File: src/rtl/scan_pkg.sv
package scan_pkg;
  typedef struct packed {
    logic load;
    logic shift;
    logic fwd;
  } stepCtl_t;
endpackage

File: src/rtl/scan_shift.sv
module scan_shift
  import scan_pkg::*;
#(
  parameter int STAGES = 86,
  parameter int TRIM   = 3
) (
  input  logic              clk,
  input  logic              rstN,
  input  stepCtl_t          ctl,
  input  logic              narrow,
  output logic [STAGES-1:0] q
);
  localparam int LO = TRIM;
  localparam int HI = STAGES - 1 - TRIM;

  logic [STAGES-1:0] keep;
  logic [STAGES-1:0] seed;
  logic [STAGES-1:0] shifted;

  always_comb begin
    for (int i = 0; i < STAGES; i++) begin
      keep[i] = !narrow || ((i >= LO) && (i <= HI));
      if (ctl.fwd) seed[i] = (i == (narrow ? LO : 0));
      else         seed[i] = (i == (narrow ? HI : STAGES - 1));
    end
    if (ctl.fwd) shifted = {q[STAGES-2:0], 1'b0};
    else         shifted = {1'b0, q[STAGES-1:1]};
  end

  always_ff @(posedge clk) begin
    if (!rstN)          q <= '0;
    else if (ctl.load)  q <= seed;
    else if (ctl.shift) q <= shifted & keep;
  end
endmodule

File: src/rtl/scan_ctrl.sv
module scan_ctrl
  import scan_pkg::*;
#(
  parameter int NGRP     = 86,
  parameter int SIDE_GRP = 3,
  parameter int NROWS    = 772,
  parameter int BAND     = 66
) (
  input  logic             hStart,
  input  logic             hStep,
  input  logic             hDirNorm,
  input  logic             vStart,
  input  logic             vStep,
  input  logic             vDirNorm,
  input  logic             widthFull,
  input  logic             heightFull,
  input  logic             blankN,
  input  logic [NROWS-1:0] rowQ,
  output stepCtl_t         hCtl,
  output stepCtl_t         vCtl,
  output logic             hNarrow,
  output logic [NGRP-1:0]  groupBlank,
  output logic             rowBlank
);
  logic [NGRP-1:0]  edgeMask;
  logic [NROWS-1:0] bandMask;

  genvar g;
  generate
    for (g = 0; g < NGRP; g++) begin : gEdge
      assign edgeMask[g] = (g < SIDE_GRP) || (g >= NGRP - SIDE_GRP);
    end
    for (g = 0; g < NROWS; g++) begin : gBand
      assign bandMask[g] = (g < BAND) || (g >= NROWS - BAND);
    end
  endgenerate

  always_comb begin
    hCtl.load  = hStep & hStart;
    hCtl.shift = hStep & ~hStart;
    hCtl.fwd   = hDirNorm;
    vCtl.load  = vStep & vStart;
    vCtl.shift = vStep & ~vStart;
    vCtl.fwd   = vDirNorm;
    hNarrow    = ~widthFull;
    groupBlank = hNarrow ? edgeMask : '0;
    rowBlank   = ~heightFull & ((|(rowQ & bandMask)) | ~blankN);
  end
endmodule

File: src/rtl/scan_mask_top.sv
module scan_mask_top
  import scan_pkg::*;
#(
  parameter int H_DOTS   = 1032,
  parameter int GRP_DOTS = 12,
  parameter int H_BORDER = 4,
  parameter int H_TRIM   = 32,
  parameter int V_ROWS   = 772,
  parameter int V_BORDER = 2,
  parameter int V_TRIM   = 64,
  localparam int NGRP     = H_DOTS / GRP_DOTS,
  localparam int SIDE_GRP = (H_BORDER + H_TRIM) / GRP_DOTS,
  localparam int BAND     = V_BORDER + V_TRIM
) (
  input  logic              clk,
  input  logic              rstN,
  input  logic              hStart,
  input  logic              hStep,
  input  logic              hDirNorm,
  input  logic              vStart,
  input  logic              vStep,
  input  logic              vDirNorm,
  input  logic              widthFull,
  input  logic              heightFull,
  input  logic              blankN,
  input  logic              rowEn,
  output logic [NGRP-1:0]   groupSel,
  output logic [NGRP-1:0]   groupBlank,
  output logic [V_ROWS-1:0] rowGate,
  output logic              rowBlank
);
  stepCtl_t          hCtl, vCtl;
  logic              hNarrow;
  logic [V_ROWS-1:0] rowQ;

  scan_ctrl #(.NGRP(NGRP), .SIDE_GRP(SIDE_GRP), .NROWS(V_ROWS), .BAND(BAND)) u_ctrl (
    .hStart(hStart), .hStep(hStep), .hDirNorm(hDirNorm),
    .vStart(vStart), .vStep(vStep), .vDirNorm(vDirNorm),
    .widthFull(widthFull), .heightFull(heightFull), .blankN(blankN),
    .rowQ(rowQ), .hCtl(hCtl), .vCtl(vCtl), .hNarrow(hNarrow),
    .groupBlank(groupBlank), .rowBlank(rowBlank)
  );

  scan_shift #(.STAGES(NGRP), .TRIM(SIDE_GRP)) u_hScan (
    .clk(clk), .rstN(rstN), .ctl(hCtl), .narrow(hNarrow), .q(groupSel)
  );

  scan_shift #(.STAGES(V_ROWS), .TRIM(0)) u_vScan (
    .clk(clk), .rstN(rstN), .ctl(vCtl), .narrow(1'b0), .q(rowQ)
  );

  assign rowGate = rowEn ? rowQ : '0;
endmodule

File: config.mk
export PLATFORM = sky130hd
export DESIGN_NAME = scan_mask_top
export DESIGN_NICKNAME = d
export VERILOG_FILES = /design/src/rtl/scan_pkg.sv /design/src/rtl/scan_shift.sv /design/src/rtl/scan_ctrl.sv /design/src/rtl/scan_mask_top.sv
export SDC_FILE = /design/constraint.sdc
export NUM_CORES = 2
export LEC_CHECK = 0
export ABC_AREA = 1
export BUFFER_PORTS_ARGS = -buffer_cell sky130_fd_sc_hd__buf_2
export CAP_MARGIN = 30
export CELL_PAD_IN_SITES_DETAIL_PLACEMENT = 0
export CELL_PAD_IN_SITES_GLOBAL_PLACEMENT = 1
export CORE_AREA = 3 3 369 371
export CTS_BUF_LIST = sky130_fd_sc_hd__clkbuf_8
export DETAILED_ROUTE_END_ITERATION = 16
export DIE_AREA = 0 0 372 374
export PLACE_DENSITY = 0.84
export SLEW_MARGIN = 10
export SYNTH_ARGS = -nofsm -noshare
export SYNTH_HDL_FRONTEND = slang
export SYNTH_SLANG_ARGS = --single-unit
File: constraint.sdc
create_clock -name clk -period 1.9 [get_ports clk]
set_clock_uncertainty 0.2 [all_clocks]
set_input_delay 0.285 -clock clk [delete_from_list [all_inputs] [get_ports clk]]
set_output_delay 0.285 -clock clk [all_outputs]
set_load 0.01 [all_outputs]
# Yosys cells after proc, flatten, opt, wreduce, memory -nomap -nowiden
# Index checks and enable logic that the tools add are counted.
[word_totals] in_bits=12 output_inout_bits=945 word_cells=289 register_bits=858
[op_classes] n_eq_ne=170 reduce_logical=6 bitwise=12 mux=98
[ops] operator="772-bit two-way mux" count=4
[ops] operator="7-bit by 32-bit equality test with 1-bit output (first input constant)" count=64
[ops] operator="8-bit by 32-bit equality test with 1-bit output (first input constant)" count=44
[ops] operator="6-bit by 32-bit equality test with 1-bit output (first input constant)" count=32
[ops] operator="86-bit two-way mux" count=4
[ops] operator="132-bit OR reduction" count=1
[ops] operator="1-bit two-way mux" count=88
[ops] operator="86-bit AND" count=1
[ops] operator="32-bit logical NOT" count=2
[ops] operator="4-bit by 7-bit equality test with 1-bit output (first input constant)" count=8
[ops] operator="4-bit by 2-bit equality test with 1-bit output (first input constant)" count=8
[ops] operator="3-bit by 7-bit equality test with 1-bit output (first input constant)" count=4
[ops] operator="2-bit by 7-bit equality test with 1-bit output (first input constant)" count=2
[ops] operator="3-bit by 2-bit equality test with 1-bit output (first input constant)" count=4
[ops] operator="1-bit by 7-bit equality test with 1-bit output (first input constant)" count=1
[ops] operator="1-bit AND" count=5
[ops] operator="1-bit inverter" count=5
[ops] operator="2-bit equality test (first input constant)" count=2
[ops] operator="2-bit nonzero test" count=2
[ops] operator="3-bit two-way mux" count=1
[ops] operator="1-bit by 2-bit equality test with 1-bit output (first input constant)" count=1
[ops] operator="2-bit two-way mux" count=1
[ops] operator="2-bit OR reduction" count=1
[ops] operator="1-bit bitwise OR" count=1

# Logic depth before layout (Yosys ltp)
[logic_depth] depth_word=4 depth_mapped=9 depth_no_buf=8

# Modules after synthesis
# Synthesis repeated with hierarchy kept, for this count alone.
[unflattened] hier_cells=9128 area_unflattened_um2=50977.6
[by_module_without_submodules] module="scan_shift (u_vScan)" instances=1 cells_each=6605 area_per_inst_um2=38848.5 seq_area_each_um2=15454.8
[by_module_without_submodules] module="scan_mask_top" instances=1 cells_each=1631 area_per_inst_um2=6258.5 seq_area_each_um2=0.0
[by_module_without_submodules] module="scan_shift (u_hScan)" instances=1 cells_each=667 area_per_inst_um2=4678.2 seq_area_each_um2=1721.7
[by_module_without_submodules] module="scan_ctrl" instances=1 cells_each=225 area_per_inst_um2=1192.4 seq_area_each_um2=0.0

# Worst setup path after synthesis
# OpenSTA, ideal clock, no wires.
[synth_timing] path_type="in2out" startpoint="in rowEn" endpoint="out rowGate[770]" path_slack_ps=217 path_stages=6 arrival_time_ps=1198 cell_sequence="buf_2 > clkbuf_1 > buf_2 > buf_2 > nand2_1 > inv_1"
[synth_between] elab_chain_cells=1
[synth_lines] item="start: declaration" line_no="scan_mask_top.sv:26" text="input logic rowEn,"
[synth_lines] item="772-bit two-way mux" line_no="scan_mask_top.sv:52" text="assign rowGate = rowEn ? rowQ : '0;"
[synth_lines] item="end: declaration" line_no="scan_mask_top.sv:29" text="output logic [V_ROWS-1:0] rowGate,"
# No other way between the ends.

# Worst setup path after layout
[layout_timing] startpoint="reg u_vScan.q[4]" endpoint="out rowBlank"
[layout_between] elab_chain_cells=3
[layout_lines] item="start: declaration" line_no="scan_shift.sv:11" text="output logic [STAGES-1:0] q"
[layout_lines] item="start signal: assignment" line_no="scan_shift.sv:33" text="else if (ctl.shift) q <= shifted & keep;"
[layout_lines] item="132-bit OR reduction" line_no="scan_ctrl.sv:47" text="rowBlank = ~heightFull & ((|(rowQ & bandMask)) | ~blankN);"
[layout_lines] item="1-bit bitwise OR" line_no="scan_ctrl.sv:47"
[layout_lines] item="1-bit AND" line_no="scan_ctrl.sv:47"
[layout_lines] item="end: declaration" line_no="scan_mask_top.sv:30" text="output logic rowBlank"
# No other way between the ends.

==> run summary <==
Yosys reg bits -> 858
worst hold slack -> 0.152 ns
Overall Power -> 49.6 mW
Clk Latency, worst-skew pair -> 0.87 ns
Max-Cap Viols -> 0
initial antenna violation count -> 3
ys async rst share -> 0
sum of negative setup slack -> -18.84 ns
Clock Tree Buf Depth -> 3
Synth Instances -> 7509
Post-synth EDFFs -> 0
drt pass-1 iters -> 6
Clock Sinks -> 858
worst path bufs/invs -> 1
Post-Syn Area -> 0.0472 sq mm
layout cell share with drive strength beyond 1 -> 0.496
Area after DPL -> 0.0548 sq mm
DR vias -> 55202
GRT overflow -> 0
crit-path max FO -> 2
PnR worst setup slack -> -0.871 ns
final net count -> 9229
first-pass GRT wire length -> 282000 um
DR vias/cell -> 4.96
crit path kind -> reg -> out
detailed-route DRC error count -> 0
Slowest Stage Delay on Critical Path -> 0.33 ns
most common cell after layout, fill and taps aside -> nand2_1
Clock Tree Root -> clkbuf_8
row cnt -> 134
Place WS -> -0.399 ns
clock-pin slew of the registers on the worst-case setup and hold paths -> 0.06 ns
Crit-path slowest cell -> dfxtp_2
most frequent CP cell -> nand3_1
required time of the critical path -> 1.41 ns
total core area -> 0.133 sq mm
Peak Freq -> 361 MHz
total CTS buffers -> 160
die height -> 374 um
pin count of the biggest net entering global routing -> 84
CTS tree -> done
Final setup viols -> 380
Main synth FF type -> dfxtp_1
placed cell count -> 9962
DPL Wire Length -> 117000 um
Leak Pwr -> 39.5 nW
Hold Crit Class -> in -> reg
Final Util -> 0.547
htree depth -> 4
Tmin final -> 2.77 ns
Worst EP arrival -> 2.29 ns
WL per Instance -> 16.6 um
Final period util -> 1.46
Finished Cell Area -> 0.0730 sq mm
Hold Fails Final Rpt -> 0
Crit. End Element -> output pin
failing checks -> setup timing
io pins -> 957
DRT Wirelength -> 184000 um
commonest non-fill, non-tap cells in the layout -> nand2_1, buf_4, inv_1
power density over cell area -> 680 mW/mm^2
initial DRC count -> 4665
Post-DRT Antenna Nets -> 0
status -> finished, violations left
synth warn -> 0
Total GRT Usage -> 0.247
Setup crit start kind -> flop
Unique masters post-synth -> 22
syn avg cell area -> 6.28 sq um
GPL Wtd Cong -> 0.869
vias in the first global route -> 51901
sequential fraction of the synthesis area -> 0.364
Starting Density -> 0.354
die area -> 0.139 sq mm
Port Buffers -> 876
crit path cell chain -> nor3_1 -> nand3_1 -> nor2_2 -> nand3_1 -> nor2_4 -> nor2_1 -> buf_2
die width -> 372 um
peak supply drop -> 0.654 mV
unrepaired setup endpoints after global routing -> yes
CP delay by family, top -> simple AND/OR/NAND/NOR gates
synthesis-to-finish area growth -> 54.7%
Non-Filler Instances -> 11122
count of pins over their slew limit -> 0
report_power, final:
group          leakage (nW)  internal [mW]  total [mW]  switching [mW]
registers              7.43           19.3        20.2           0.982
clock network          1.92           9.72        18.3            8.53
logic                  30.2           4.94        11.1            6.15
total                  39.5           33.9        49.6            15.7
cell families (layout without fill, tap and decap cells):
kind of cell	after synthesis	count (layout)	share of synthesized area
buffers and inverters	2234	3996	0.197
AO/OA/AOI/OAI	954	954	0.143
other	1	84	0.0000795
AND/OR/NAND/NOR	3462	3462	0.296
flip-flops	858	858	0.364
layer usage:
| metal | routed length, um | track usage |
|---|---|---|
| met5 | 0 | 0 |
| met4 | 7010 | 0.102 |
| met3 | 12000 | 0.0446 |
| met2 | 89600 | 0.418 |
| met1 | 75500 | 0.306 |
tightest hold or removal path, delay by kind of cell:
family          cells  cell delay, ns
buf+inv             2            0.70
compound gates      2            0.19
final timing paths:
kind | slack [ns] | to | from | cells after the start
worst max-delay path | -0.87 | rowBlank | u_vScan.q[4] | 7
worst min-delay path | 0.15 | u_hScan.q[85] | hStep | 4
worst max register to register | 0.06 | u_vScan.q[771] | u_vScan.q[770] | 8
worst min register to register | 0.28 | u_hScan.q[11] | u_hScan.q[11] | 2
cell usage after synthesis, drive strengths merged (2+ instances only):
cell type  count  area [sq um]
nand3        778          3890
buf          411          2440
nor2          88           335
nor3           2          10.0
inv         1592          5980
nand4          2          12.5
o211ai       771          5790
nand2       2591          9730
a21oi         93           469
a22o           2          17.5
o21ai         87           435
clkbuf       231           867
dfxtp        858         17200
layout make-up:
cell class                      count  area [sq um]
Inverter                         1592          6100
Antenna cell                        4          10.0
Clock buffer                      204          2810
Sequential cell                   858         18700
Clock inverter                     91           462
Fill cell                       12437         60300
Tap cell                         1768          2210
Multi-Input combinational cell   4496         23100
Timing Repair Buffer             2109         19600
sequential cells by signal, indices dropped and copies added, names as in the netlist:
register   count
u_vScan.q    772
u_hScan.q     86
what timing repair did:
item,CTS,global route
setup buffers,721,196
gates resized for setup,2380,875
hold endpoints to repair,509,0
hold buffers,15,0
gates cloned,0,0
pin swaps,7,8
setup endpoints to repair,859,786
(Power assumes the default switching activity.)
